`src/rtl/tmr_pkg.sv`:
```
package tmr_pkg;

  localparam int BYTE_W = 8;

  typedef enum logic [1:0] {
    MODE_13     = 2'd0,
    MODE_16     = 2'd1,
    MODE_RELOAD = 2'd2,
    MODE_SPLIT  = 2'd3
  } tmrMode_e;

  localparam logic [1:0] ADDR_LOW  = 2'd0;
  localparam logic [1:0] ADDR_HIGH = 2'd1;
  localparam logic [1:0] ADDR_CTL  = 2'd2;

  localparam int CTL_RUN     = 0;
  localparam int CTL_MODE    = 1;
  localparam int CTL_SRC     = 3;
  localparam int CTL_GATE    = 4;
  localparam int CTL_OVF     = 5;
  localparam int CTL_RUNAUX  = 6;
  localparam int CTL_OVFAUX  = 7;

  // strobes from control to datapath, one cycle each
  typedef struct packed {
    logic     stepMain;
    logic     stepAux;
    logic     wrLow;
    logic     wrHigh;
    logic     clrMain;
    logic     clrAux;
    tmrMode_e mode;
  } tmrStrobe_t;

endpackage

```
`src/rtl/tmr_ctrl.sv`:
```
module tmr_ctrl
  import tmr_pkg::*;
#(
  parameter int unsigned CYCLE_DIV = 12
) (
  input  logic              clk,
  input  logic              rstN,
  input  logic              regWrEn,
  input  logic [1:0]        regAddr,
  input  logic [BYTE_W-1:0] regWrData,
  input  logic              evtPin,
  input  logic              gatePin,
  input  logic              ackOvf,
  output tmrStrobe_t        strobe,
  output logic              ctlRun,
  output tmrMode_e          ctlMode,
  output logic              ctlSrc,
  output logic              ctlGate,
  output logic              ctlRunAux
);

  logic tick;

  // machine-cycle tick: divider variant chosen by parameter
  generate
    if (CYCLE_DIV < 2) begin : g_noDiv
      assign tick = 1'b1;
    end else begin : g_div
      localparam int PW = $clog2(CYCLE_DIV);
      localparam logic [PW-1:0] LAST = PW'(CYCLE_DIV - 1);
      logic [PW-1:0] divCnt;
      always_ff @(posedge clk) begin
        if (!rstN)       divCnt <= '0;
        else if (tick)   divCnt <= '0;
        else             divCnt <= divCnt + PW'(1);
      end
      assign tick = (divCnt == LAST);
    end
  endgenerate

  // event pin sampled once per tick; falling edge across two samples
  logic pinSample;
  always_ff @(posedge clk) begin
    if (!rstN)     pinSample <= 1'b0;
    else if (tick) pinSample <= evtPin;
  end

  logic evtStep;
  assign evtStep = tick && pinSample && !evtPin;

  logic wrCtl;
  assign wrCtl = regWrEn && (regAddr == ADDR_CTL);

  always_ff @(posedge clk) begin
    if (!rstN) begin
      ctlRun    <= 1'b0;
      ctlMode   <= MODE_13;
      ctlSrc    <= 1'b0;
      ctlGate   <= 1'b0;
      ctlRunAux <= 1'b0;
    end else if (wrCtl) begin
      ctlRun    <= regWrData[CTL_RUN];
      ctlMode   <= tmrMode_e'(regWrData[CTL_MODE +: 2]);
      ctlSrc    <= regWrData[CTL_SRC];
      ctlGate   <= regWrData[CTL_GATE];
      ctlRunAux <= regWrData[CTL_RUNAUX];
    end
  end

  logic srcPulse;
  logic gateOpen;
  assign srcPulse = ctlSrc ? evtStep : tick;
  assign gateOpen = !ctlGate || gatePin;

  always_comb begin
    strobe.stepMain = ctlRun && gateOpen && srcPulse;
    strobe.stepAux  = ctlRunAux && tick;
    strobe.wrLow    = regWrEn && (regAddr == ADDR_LOW);
    strobe.wrHigh   = regWrEn && (regAddr == ADDR_HIGH);
    strobe.clrMain  = (wrCtl && !regWrData[CTL_OVF]) || ackOvf;
    strobe.clrAux   = wrCtl && !regWrData[CTL_OVFAUX];
    strobe.mode     = ctlMode;
  end

endmodule

```
`src/rtl/tmr_datapath.sv`:
```
module tmr_datapath
  import tmr_pkg::*;
#(
  parameter int unsigned LOW13_BITS = 5
) (
  input  logic              clk,
  input  logic              rstN,
  input  tmrStrobe_t        strobe,
  input  logic [BYTE_W-1:0] wrData,
  output logic [BYTE_W-1:0] lowQ,
  output logic [BYTE_W-1:0] highQ,
  output logic              ovfQ,
  output logic              ovfAuxQ
);

  localparam int WIDE_W = 2 * BYTE_W;
  localparam logic [BYTE_W-1:0] FIELD_MASK =
    (BYTE_W'(1) << LOW13_BITS) - BYTE_W'(1);

  logic [BYTE_W-1:0] nextLow;
  logic [BYTE_W-1:0] nextHigh;
  logic [WIDE_W-1:0] wideNext;
  logic              wrapMain;
  logic              wrapAux;

  assign wideNext = {highQ, lowQ} + WIDE_W'(1);

  always_comb begin
    nextLow  = lowQ;
    nextHigh = highQ;
    wrapMain = 1'b0;
    wrapAux  = 1'b0;
    unique case (strobe.mode)
      MODE_13: begin
        if (strobe.stepMain) begin
          if ((lowQ & FIELD_MASK) == FIELD_MASK) begin
            nextLow  = lowQ & ~FIELD_MASK;
            nextHigh = highQ + BYTE_W'(1);
            wrapMain = &highQ;
          end else begin
            nextLow  = lowQ + BYTE_W'(1);
          end
        end
      end
      MODE_16: begin
        if (strobe.stepMain) begin
          {nextHigh, nextLow} = wideNext;
          wrapMain = &{highQ, lowQ};
        end
      end
      MODE_RELOAD: begin
        if (strobe.stepMain) begin
          if (&lowQ) begin
            nextLow  = highQ;
            wrapMain = 1'b1;
          end else begin
            nextLow  = lowQ + BYTE_W'(1);
          end
        end
      end
      MODE_SPLIT: begin
        if (strobe.stepMain) begin
          nextLow  = lowQ + BYTE_W'(1);
          wrapMain = &lowQ;
        end
        if (strobe.stepAux) begin
          nextHigh = highQ + BYTE_W'(1);
          wrapAux  = &highQ;
        end
      end
      default: ;
    endcase
  end

  // a register write owns its byte for that cycle
  always_ff @(posedge clk) begin
    if (!rstN) begin
      lowQ  <= '0;
      highQ <= '0;
    end else begin
      lowQ  <= strobe.wrLow  ? wrData : nextLow;
      highQ <= strobe.wrHigh ? wrData : nextHigh;
    end
  end

  // overflow beats a clear in the same cycle
  always_ff @(posedge clk) begin
    if (!rstN) begin
      ovfQ    <= 1'b0;
      ovfAuxQ <= 1'b0;
    end else begin
      if (wrapMain)            ovfQ <= 1'b1;
      else if (strobe.clrMain) ovfQ <= 1'b0;
      if (wrapAux)             ovfAuxQ <= 1'b1;
      else if (strobe.clrAux)  ovfAuxQ <= 1'b0;
    end
  end

endmodule

```
`src/rtl/tmr_unit.sv`:
```
module tmr_unit
  import tmr_pkg::*;
#(
  parameter int unsigned CYCLE_DIV  = 12,
  parameter int unsigned LOW13_BITS = 5
) (
  input  logic       clk,
  input  logic       rstN,
  input  logic       regWrEn,
  input  logic [1:0] regAddr,
  input  logic [7:0] regWrData,
  output logic [7:0] regRdData,
  input  logic       evtPin,
  input  logic       gatePin,
  input  logic       ackOvf,
  output logic       ovfFlag,
  output logic       ovfAuxFlag
);

  tmrStrobe_t        strobe;
  logic              ctlRun;
  tmrMode_e          ctlMode;
  logic              ctlSrc;
  logic              ctlGate;
  logic              ctlRunAux;
  logic [BYTE_W-1:0] cntLow;
  logic [BYTE_W-1:0] cntHigh;

  tmr_ctrl #(.CYCLE_DIV(CYCLE_DIV)) u_ctrl (
    .clk       (clk),
    .rstN      (rstN),
    .regWrEn   (regWrEn),
    .regAddr   (regAddr),
    .regWrData (regWrData),
    .evtPin    (evtPin),
    .gatePin   (gatePin),
    .ackOvf    (ackOvf),
    .strobe    (strobe),
    .ctlRun    (ctlRun),
    .ctlMode   (ctlMode),
    .ctlSrc    (ctlSrc),
    .ctlGate   (ctlGate),
    .ctlRunAux (ctlRunAux)
  );

  tmr_datapath #(.LOW13_BITS(LOW13_BITS)) u_dp (
    .clk     (clk),
    .rstN    (rstN),
    .strobe  (strobe),
    .wrData  (regWrData),
    .lowQ    (cntLow),
    .highQ   (cntHigh),
    .ovfQ    (ovfFlag),
    .ovfAuxQ (ovfAuxFlag)
  );

  always_comb begin
    unique case (regAddr)
      ADDR_LOW:  regRdData = cntLow;
      ADDR_HIGH: regRdData = cntHigh;
      ADDR_CTL:  regRdData = {ovfAuxFlag, ctlRunAux, ovfFlag, ctlGate,
                              ctlSrc, ctlMode, ctlRun};
      default:   regRdData = '0;
    endcase
  end

endmodule

```
`config.mk`:
```
export PLATFORM = sky130hd
export DESIGN_NAME = tmr_unit
export DESIGN_NICKNAME = d
export VERILOG_FILES = /design/src/rtl/tmr_pkg.sv /design/src/rtl/tmr_ctrl.sv /design/src/rtl/tmr_datapath.sv /design/src/rtl/tmr_unit.sv
export SDC_FILE = /design/constraint.sdc
export NUM_CORES = 1
export LEC_CHECK = 0
export BUFFER_PORTS_ARGS = -buffer_cell sky130_fd_sc_hd__buf_2
export CORE_AREA = 2 2 58 60
export CTS_BUF_LIST = sky130_fd_sc_hd__clkbuf_8
export CTS_CLUSTER_SIZE = 40
export DETAILED_ROUTE_END_ITERATION = 10
export DIE_AREA = 0 0 60 62
export HOLD_SLACK_MARGIN = 0.06
export PLACE_DENSITY_LB_ADDON = 0.3
export SYNTH_ARGS = -nofsm -noshare
export SYNTH_HDL_FRONTEND = slang
export SYNTH_SLANG_ARGS = --single-unit
```
`constraint.sdc`:
```
create_clock -name clk -period 4.4 [get_ports clk]
set_clock_uncertainty 0.1 [all_clocks]
set_input_delay 0.88 -clock clk [delete_from_list [all_inputs] [get_ports clk]]
set_output_delay 0.88 -clock clk [all_outputs]
set_load 0.02 [all_outputs]
```
==> impl_metrics.py, run 1 <==
metrics = {
    "grt": {
        "grt_usage_pct": 29.0,
        "grt_start_max_net_pins": 31,
        "grt_antenna_before_repair": 0,
        "first_global_vias": 1653,
        "overflow": 0,
        "grt_pass1_wl_um": 7890,
    },
    "clock_network": {
        "cts_sinks": 29,
        "clkSlewWorstSetupHoldPaths_ns": 0.07,
        "insertion_delay_ns": 0.29,
        "cts-resized-gates": 0,
        "cts_tree": "done",
        "cts.htree.levels": 2,
        "numCtsBuffers": 5,
        "cts_setup_buffers": 0,
        "root_buffer": "clkbuf_8",
        "holdBufCountCts": 0,
        "cts_buffer_depth": 2,
    },
    "job": {
        "maxCapViolCount": 0,
    },
    "cells_and_area": {
        "final_design_area_no_fill_um2": 2120,
        "register_area_um2": 581,
        "drive_gt1_share_pct": 13.6,
        "syn_to_final_growth_pct": 11.2,
        "antenna_cells": 0,
        "layout_commonest_cell": "o21ai_0",
        "multiInputGateArea_um2": 1260,
        "finalNetCount": 284,
        "fillers": 293,
        "mostFrequentLayoutCells": "o21ai_0 (33), dfxtp_1 (29), nand2_1 (28)",
        "final_cells": 311,
        "fin_util_pct": 66.7,
    },
    "synth": {
        "synth_area_leaders": "dfxtp_1 (30%), o21ai_0 (8.7%), nand2_1 (5.5%), mux2i_1 (4.7%), nand3_1 (3.7%)",
        "synthFlopType": "dfxtp_1",
        "async_flop_share_pct": 0,
        "seq_area_frac_synth_pct": 30.4,
        "synth_top_area_share_pct": 30.4,
        "synth_warnings": 0,
        "syn_inst": 246,
        "synth_cell_types": 42,
        "synth_edf_count": 0,
        "synth_nets": 266,
        "avgSynthCellArea_um2": 7.75,
        "synth_top_area_cell": "dfxtp_1",
        "ys_ff_latch": 29,
        "synthesis.area_um2": 1910,
    },
    "worst_setup_path": {
        "required_ns": 3.42,
        "worstPathMaxFanout": 15,
        "critPathCaptureType": "primary output",
        "critPathKind": "in -> out",
        "cp.arrival_ns": 2.34,
        "startpoint_type": "input pin",
    },
    "detailed_routing": {
        "drt-pass1-iter-count": 4,
        "drc_errors": 0,
        "drtIter0Drc": 93,
        "wire_per_inst_um": 16.0,
        "num_vias": 1942,
        "via_per_inst": 6.24,
        "drt_wl_total_um": 4970,
        "ant_nets": 0,
    },
    "floorplanning": {
        "ios": 26,
        "coreArea_um2": 3180,
        "dieArea_um2": 3720,
        "chipHeight_um": 62,
        "dieWidth_um": 60,
        "initial_core_util_pct": 60.0,
        "rows": 21,
    },
    "timing": {
        "setup_viol": 0,
        "final-hold-violation-count": 0,
        "timing.hold.ws_ns": 0.343,
        "tightest_slew_ns": 1.01,
        "rsz0062_at_grt": "no",
        "setup_tns_ns": 0,
        "drv_slew": 0,
        "max_freq_mhz": 301,
        "worst_slew_margin_rel_pct": 32.7,
        "min_period_over_period_pct": 75.4,
        "period_needed_ns": 3.32,
    },
    "status": {
        "run_status": "finished, final reports clean",
    },
    "placed_design": {
        "place_hpwl_um": 3650,
        "gp_congestion": 0.916,
        "placedCellCount": 303,
        "placed_area_um2": 2030,
        "port_buffers": 25,
    },
    "power": {
        "p_leak_uw": 0.000820,
        "peakVddDrop_mv": 0.198,
        "power_density_nw_per_um2": 273,
    },
    "min_path": {
        "hold_path_class": "reg -> reg",
    },
}
Yosys cell counts, types with 2 or more instances:
master	instances
and3_1	4
a21oi_1	6
mux2i_1	9
or3_1	5
a31oi_1	7
clkbuf_1	10
nand3b_1	2
xor2_1	3
nor2_1	13
or4_1	2
nand2_1	28
xnor2_1	2
o211a_1	4
dfxtp_1	29
a21boi_0	8
nand2b_1	2
nor2b_1	6
and2_1	3
and4_1	2
nand4_1	9
inv_1	4
nor3b_1	6
o21ai_0	33
ha_1	4
nor3_1	9
nand3_1	14
o2111a_1	2
o31ai_1	4
buf_2	2
buf_1	2
power breakdown:
| part | switching [uW] | leakage [uW] | internal (uW) | total, uW |
|---|---|---|---|---|
| sequential | 18.1 | 0.000237 | 274 | 292 |
| combinational | 39.1 | 0.000539 | 27.5 | 66.6 |
| clock | 110 | 0.0000439 | 109 | 219 |
| total | 168 | 0.000820 | 410 | 578 |
per-stage QoR:
step	worst slack, ns	total power [uW]
2_1_floorplan	1.37	339
3_3_place_gp	1.13	363
3_5_place_dp	1.08	364
4_1_cts	1.08	578
5_1_grt	0.880	602
6_report	1.08	578
path summary, 6_finish.rpt:
path / cells after the start / slack, ns / to / start
worst max-delay path: 5 / 1.08 / regRdData[1] / regAddr[1]
worst min-delay path: 1 / 0.34 / u_ctrl.g_div.divCnt[0] / u_ctrl.g_div.divCnt[0]
worst max register to register: 9 / 1.65 / u_dp.lowQ[3] / u_dp.lowQ[0]
worst min register to register: 1 / 0.34 / u_ctrl.g_div.divCnt[0] / u_ctrl.g_div.divCnt[0]
cells by family (layout without fill, tap and decap cells):
group | after synthesis | after routing | synth area share (%)
adder cells (fa/ha/maj) | 4 | 4 | 2.62
AO/OA/AOI/OAI | 72 | 72 | 24.9
AND/OR/NAND/NOR | 108 | 108 | 30.7
XOR/XNOR | 5 | 5 | 2.30
buffers and inverters | 18 | 37 | 3.67
flip-flops | 29 | 29 | 30.4
multiplexers | 10 | 10 | 5.32
metal layers:
layer	wire length [um]	GRT usage, %	share of wire [%]	vias up
li1	-	-	-	947
met1	2130	37.7	43	912
met2	2390	47.5	48	76
met3	391	7.25	7.9	7
met4	61	9.21	1.2	0
met5	0	0	0	-
critical path, stage by stage:
cell     delay, ns
buf_2         0.20
nor2b_1       0.83
nand2_1       0.11
o21ai_0       0.11
buf_2         0.21
cell type report:
cell class,instances,share of cell area [%]
multi-input cells,199,59.2
flip-flops and latches,29,27.4
repair buffers,25,5.90
clock buffers,5,3.24
well taps,46,2.71
clock inverters,3,0.826
inverters,4,0.708
state kept, by name (all words and copies together) (netlist names):
signal               flops
u_ctrl.ctlRun            1
u_dp.lowQ                8
u_ctrl.ctlGate           1
u_dp.ovfQ                1
u_dp.highQ               8
u_ctrl.ctlRunAux         1
u_ctrl.ctlMode           2
u_ctrl.ctlSrc            1
u_ctrl.g_div.divCnt      4
u_ctrl.pinSample         1
u_dp.ovfAuxQ             1
(Power assumes the default switching activity.)
==> run 2: changes to the inputs <==
--- a/config.mk
+++ b/config.mk
@@ -5,12 +5,13 @@
 export SDC_FILE = /design/constraint.sdc
 export NUM_CORES = 1
 export LEC_CHECK = 0
+export ABC_AREA = 1
 export BUFFER_PORTS_ARGS = -buffer_cell sky130_fd_sc_hd__buf_2
-export CORE_AREA = 2 2 58 60
+export CORE_AREA = 2 2 61 63
 export CTS_BUF_LIST = sky130_fd_sc_hd__clkbuf_8
 export CTS_CLUSTER_SIZE = 40
 export DETAILED_ROUTE_END_ITERATION = 10
-export DIE_AREA = 0 0 60 62
+export DIE_AREA = 0 0 63 65
 export HOLD_SLACK_MARGIN = 0.06
 export PLACE_DENSITY_LB_ADDON = 0.3
 export SYNTH_ARGS = -nofsm -noshare
==> constraint.sdc (replaced) <==
create_clock -name clk -period 3.2 [get_ports clk]
set_clock_uncertainty 0.1 [all_clocks]
set_input_delay 0.64 -clock clk [delete_from_list [all_inputs] [get_ports clk]]
set_output_delay 0.64 -clock clk [all_outputs]
set_load 0.02 [all_outputs]
==> run 2 against run 1 <==
  * Clock-buffer cell count is the same
  * Core utilization shrank 1.8 points
  * Clock power grew 64%
  * Synthesized cell count grew 29%
  * Total power grew 50%
  * Setup slack lost 0.17 ns
==> impl_metrics.py, run 2 <==
metrics = {
    "synth": {
        "seq_area_frac_synth_pct": 29.0,
        "synth_cell_types": 30,
        "synth_warnings": 0,
        "synth_nets": 337,
        "synth_edf_count": 0,
        "ys_ff_latch": 29,
        "synthesis.area_um2": 2000,
        "ys_top_cells_by_count": "nand2_1 (77), nor2_1 (44), inv_1 (37), dfxtp_1 (29), a21oi_1 (27)",
        "yosys.cell_count.top_type": "nand2_1",
        "synth_area_leaders": "dfxtp_1 (29%), nand2_1 (14%), nor2_1 (8.3%), inv_1 (6.9%), a21oi_1 (6.8%)",
        "avgSynthCellArea_um2": 6.31,
        "synth_top_area_share_pct": 29.0,
        "syn_inst": 317,
        "synthFlopType": "dfxtp_1",
        "synth_top_area_cell": "dfxtp_1",
        "async_flop_share_pct": 0,
    },
    "power": {
        "power_density_nw_per_um2": 382,
        "peakVddDrop_mv": 0.259,
        "p_leak_uw": 0.000997,
    },
    "worst_setup_path": {
        "crit_slowest_cell": "buf_2",
        "crit_family": "buffers and inverters",
        "critPathKind": "in -> out",
        "required_ns": 2.46,
        "r2r-start": "u_dp.lowQ[1]",
        "startpoint": "regAddr[0]",
        "ff2ff_setup_slack_ns": 1.03,
        "cp.arrival_ns": 1.55,
        "reg2reg_to": "u_dp.lowQ[5]",
        "cp_cell_sequence": "buf_2 -> inv_1 -> nor2_1 -> inv_2 -> o221ai_1 -> buf_2",
        "critPathCaptureType": "primary output",
        "r2r_cells": 9,
        "startpoint_type": "input pin",
        "cp_num_buf_inv": 4,
        "worstPathMaxFanout": 7,
        "max_stage_delay_ns": 0.22,
        "cpMostUsedCell": "buf_2",
    },
    "clock_network": {
        "root_buffer": "clkbuf_8",
        "cts_setup_buffers": 0,
        "cts_tree": "done",
        "numCtsBuffers": 5,
        "cts_buffer_depth": 2,
        "cts.htree.levels": 2,
        "cts_sinks": 29,
        "clkSlewWorstSetupHoldPaths_ns": 0.06,
        "cts-resized-gates": 0,
        "insertion_delay_ns": 0.28,
        "holdBufCountCts": 0,
    },
    "min_path": {
        "hold_start": "u_ctrl.g_div.divCnt[0]",
        "hold_path_class": "reg -> reg",
        "holdPathEnd": "u_ctrl.g_div.divCnt[0]",
        "hold_depth": 1,
    },
    "floorplanning": {
        "dieArea_um2": 4100,
        "chipHeight_um": 65,
        "dieWidth_um": 63,
        "initial_core_util_pct": 57.2,
        "coreArea_um2": 3500,
        "ios": 26,
        "rows": 22,
    },
    "detailed_routing": {
        "drtIter0Drc": 179,
        "drt-pass1-iter-count": 5,
        "wire_per_inst_um": 14.5,
        "ant_nets": 0,
        "drc_errors": 0,
        "num_vias": 2207,
        "drt_wl_total_um": 5690,
        "via_per_inst": 5.62,
    },
    "timing": {
        "drv_slew": 0,
        "tightest_slew_ns": 0.495,
        "setup_viol": 0,
        "timing.hold.ws_ns": 0.347,
        "min_period_over_period_pct": 71.4,
        "rsz0062_at_grt": "no",
        "max_freq_mhz": 438,
        "worst_slew_margin_rel_pct": 67.0,
        "period_needed_ns": 2.29,
        "setup_tns_ns": 0,
        "final-hold-violation-count": 0,
    },
    "placed_design": {
        "placedCellCount": 386,
        "place_hpwl_um": 4420,
        "port_buffers": 25,
        "gp_congestion": 0.998,
    },
    "cells_and_area": {
        "fin_util_pct": 64.9,
        "finalNetCount": 365,
        "layout_commonest_cell": "nand2_1",
        "reg_top3": "u_dp.highQ (8), u_dp.lowQ (8), u_ctrl.g_div.divCnt (4)",
        "final_cells": 393,
        "drive_gt1_share_pct": 15.7,
        "antenna_cells": 0,
        "mostFrequentLayoutCells": "nand2_1 (77), nor2_1 (44), inv_1 (37)",
        "syn_to_final_growth_pct": 13.4,
        "fillers": 336,
    },
    "grt": {
        "overflow": 0,
        "grt_antenna_before_repair": 0,
        "first_global_vias": 2058,
        "grt_pass1_wl_um": 9620,
        "grt_start_max_net_pins": 16,
        "grt_usage_pct": 30.1,
    },
    "status": {
        "run_status": "finished, final reports clean",
    },
    "job": {
        "maxCapViolCount": 0,
    },
}
## run 2: power breakdown
group,total (uW),switching [uW],internal [uW]
clock network,360,134,226
logic,117,78.6,37.9
registers,391,15.7,375
## run 2: cell type report
cell class	instances	area, um^2	area share (%)
multi-input combinational	239	1230	54.1
clock buffer	5	68.8	3.03
clock inverter	2	35.0	1.54
tap	48	60.1	2.65
timing repair buffer	25	125	5.51
sequential	29	581	25.6
inverter	45	171	7.55
## run 2: how the worst max path moves through the flow
stage                         end  slack [ns]  cells after the start
floorplan            regRdData[1]        1.11                      4
global placement     regRdData[1]        0.91                      6
detailed placement   regRdData[1]        0.93                      6
CTS                  regRdData[1]        0.92                      6
global route        u_dp.highQ[2]        0.85                     11
finish               regRdData[1]        0.91                      6
## run 2: logic make-up after synthesis
logic type | synth area share, %
DFF | 29.0
adders and majority gates | 2.50
buffers and inverters | 9.57
xor gates and xnor gates | 2.63
AOI/OAI and AO/OA | 18.4
and+or+nand+nor | 37.8
## run 2: per-layer routing
layer | wire length [um] | up-vias | global-route usage [%] | part of all wire [%]
li1 | - | 1097 | - | -
met1 | 2390 | 1000 | 38.1 | 42
met2 | 2750 | 101 | 50.7 | 48
met3 | 471 | 9 | 5.56 | 8.3
met4 | 78 | 0 | 11.7 | 1.4
met5 | 0 | - | 0 | 0
## run 2: stage by stage
stage	power [uW]	setup WS [ns]	cell area, um^2
after detailed placement	513	0.927	2170
after global routing	908	0.847	2270
after global placement	511	0.914	2170
after floorplan	473	1.11	2000
after CTS	874	0.922	2270
final	868	0.914	2270
==> run 3: changes to the inputs <==
--- a/config.mk
+++ b/config.mk
@@ -7,11 +7,11 @@
 export LEC_CHECK = 0
 export ABC_AREA = 1
 export BUFFER_PORTS_ARGS = -buffer_cell sky130_fd_sc_hd__buf_2
-export CORE_AREA = 2 2 61 63
+export CORE_AREA = 2 2 64 66
 export CTS_BUF_LIST = sky130_fd_sc_hd__clkbuf_8
 export CTS_CLUSTER_SIZE = 40
 export DETAILED_ROUTE_END_ITERATION = 10
-export DIE_AREA = 0 0 63 65
+export DIE_AREA = 0 0 66 68
 export HOLD_SLACK_MARGIN = 0.06
 export PLACE_DENSITY_LB_ADDON = 0.3
 export SYNTH_ARGS = -nofsm -noshare
==> constraint.sdc (replaced) <==
create_clock -name clk -period 1.85 [get_ports clk]
set_clock_uncertainty 0.1 [all_clocks]
set_input_delay 0.37 -clock clk [delete_from_list [all_inputs] [get_ports clk]]
set_output_delay 0.37 -clock clk [all_outputs]
set_load 0.02 [all_outputs]
==> run 3 against run 2 <==
  * Core utilization decreased by 1.6 points
  * Global-route usage decreased by 1.6 points
  * Combinational power increased by 100%
  * Cell count increased by 4.1%
  * Critical path depth decreased by 3
==> impl_metrics.py, run 3 (synthesis results as in run 2) <==
metrics = {
    "grt": {
        "overflow": 0,
        "grt_pass1_wl_um": 9480,
        "grt_start_max_net_pins": 13,
        "first_global_vias": 2082,
        "grt_antenna_before_repair": 0,
        "grt_usage_pct": 28.5,
    },
    "clock_network": {
        "cts_sinks": 29,
        "cts_tree": "done",
        "cts_buffer_depth": 2,
        "clkSlewWorstSetupHoldPaths_ns": 0.07,
        "holdBufCountCts": 0,
        "root_buffer": "clkbuf_8",
        "insertion_delay_ns": 0.29,
        "cts.htree.levels": 2,
        "numCtsBuffers": 5,
    },
    "status": {
        "run_status": "finished, final reports clean",
    },
    "timing": {
        "tightest_slew_ns": 0.471,
        "setup_viol": 0,
        "timing.hold.ws_ns": 0.238,
        "drv_slew": 0,
        "worst_slew_margin_rel_pct": 68.2,
        "min_period_over_period_pct": 96.1,
        "setup_tns_ns": 0,
        "max_freq_mhz": 562,
        "final-hold-violation-count": 0,
        "period_needed_ns": 1.78,
    },
    "cells_and_area": {
        "mostFrequentLayoutCells": "nand2_1 (73), nor2_1 (44), inv_1 (37)",
        "antenna_cells": 0,
        "syn_to_final_growth_pct": 22.0,
        "reg_top3": "u_dp.highQ (8), u_dp.lowQ (8), u_ctrl.g_div.divCnt (4)",
        "fin_util_pct": 63.3,
        "layout_commonest_cell": "nand2_1",
        "drive_gt1_share_pct": 22.6,
        "final_design_area_no_fill_um2": 2440,
        "finalNetCount": 378,
    },
    "worst_setup_path": {
        "required_ns": 1.38,
        "cp.arrival_ns": 1.31,
        "r2r-start": "u_dp.lowQ[1]",
        "startpoint": "u_ctrl.ctlMode[0]",
        "r2r_cells": 11,
        "worstPathMaxFanout": 8,
        "critPathKind": "reg -> out",
        "critPathCaptureType": "primary output",
        "startpoint_type": "flip-flop",
    },
    "placed_design": {
        "port_buffers": 25,
        "place_hpwl_um": 4600,
        "gp_congestion": 0.947,
        "placed_area_um2": 2260,
    },
    "floorplanning": {
        "coreArea_um2": 3860,
        "initial_core_util_pct": 51.9,
        "dieWidth_um": 66,
        "chipHeight_um": 68,
        "ios": 26,
        "dieArea_um2": 4490,
        "rows": 23,
    },
    "power": {
        "power_density_nw_per_um2": 616,
        "seqPwrFrac_pct": 44.6,
        "p_leak_uw": 0.00106,
        "internal_power_uw": 1060,
        "sw_frac_of_total_pct": 29.2,
        "combPwrFrac_pct": 15.5,
        "clockPowerShare_pct": 39.9,
        "power_switching_uw": 439,
        "peakVddDrop_mv": 0.435,
    },
    "detailed_routing": {
        "drc_errors": 0,
        "ant_nets": 0,
        "via_per_inst": 5.58,
        "num_vias": 2284,
        "drt-pass1-iter-count": 4,
        "drt_wl_total_um": 6170,
        "drtIter0Drc": 238,
        "wire_per_inst_um": 15.1,
    },
    "min_path": {
        "hold_depth": 3,
        "hold_path_class": "in -> reg",
        "hold_start": "evtPin",
    },
    "job": {
        "maxCapViolCount": 0,
    },
}
[run 3: path summary, 6_finish.rpt]
path / end / slack, ns
setup / recovery: regRdData[1] / 0.07
hold reg to reg: u_ctrl.g_div.divCnt[0] / 0.36
setup reg to reg: u_dp.highQ[5] / 0.10
hold / removal: u_ctrl.pinSample / 0.24
[run 3: timing repair]
item / in CTS / in global routing
gates cloned: 0 / 0
gates resized for setup: 3 / 18
pin swaps: 1 / 5
setup buffers: 0 / 1
setup endpoints to repair: 3 / 16
[run 3: power groups by stage]
stage / Sequential (uW) / Combinational, uW / Clock, uW
after floorplan: 681 / 137 / 0
after global placement: 682 / 216 / 0
after detailed placement: 683 / 218 / 0
after CTS: 669 / 221 / 608
after global routing: 673 / 258 / 626
final: 671 / 234 / 599
[run 3: final cells by class]
cell class / count / area, um^2
clock buffer: 7 / 96.3
clock inverter: 1 / 5.00
fill: 377 / 1420
inverter: 45 / 171
multi-input combinational: 239 / 1300
sequential: 29 / 584
tap: 50 / 62.6
timing repair buffer: 38 / 223
[run 3: metrics by stage]
step,power [uW],cells,worst slack [ns]
after floorplan,818,317,0.0261
after global placement,897,400,0.0232
after detailed placement,901,400,-0.00815
after CTS,1500,408,0.0128
after global routing,1560,409,-0.0116
final,1500,409,0.0722
[run 3: critical path, stage by stage (launching register included)]
cell      delay [ns]
dfxtp_1         0.44
inv_1           0.14
o221ai_1        0.24
buf_2           0.20
[run 3: routing by layer]
layer	track usage, %	part of all wire (%)	vias to the layer above
met5	0	0	-
met2	48.5	46	105
met4	14.3	4.3	0
met1	33.5	41	1039
li1	-	-	1116
met3	7.07	9.0	24
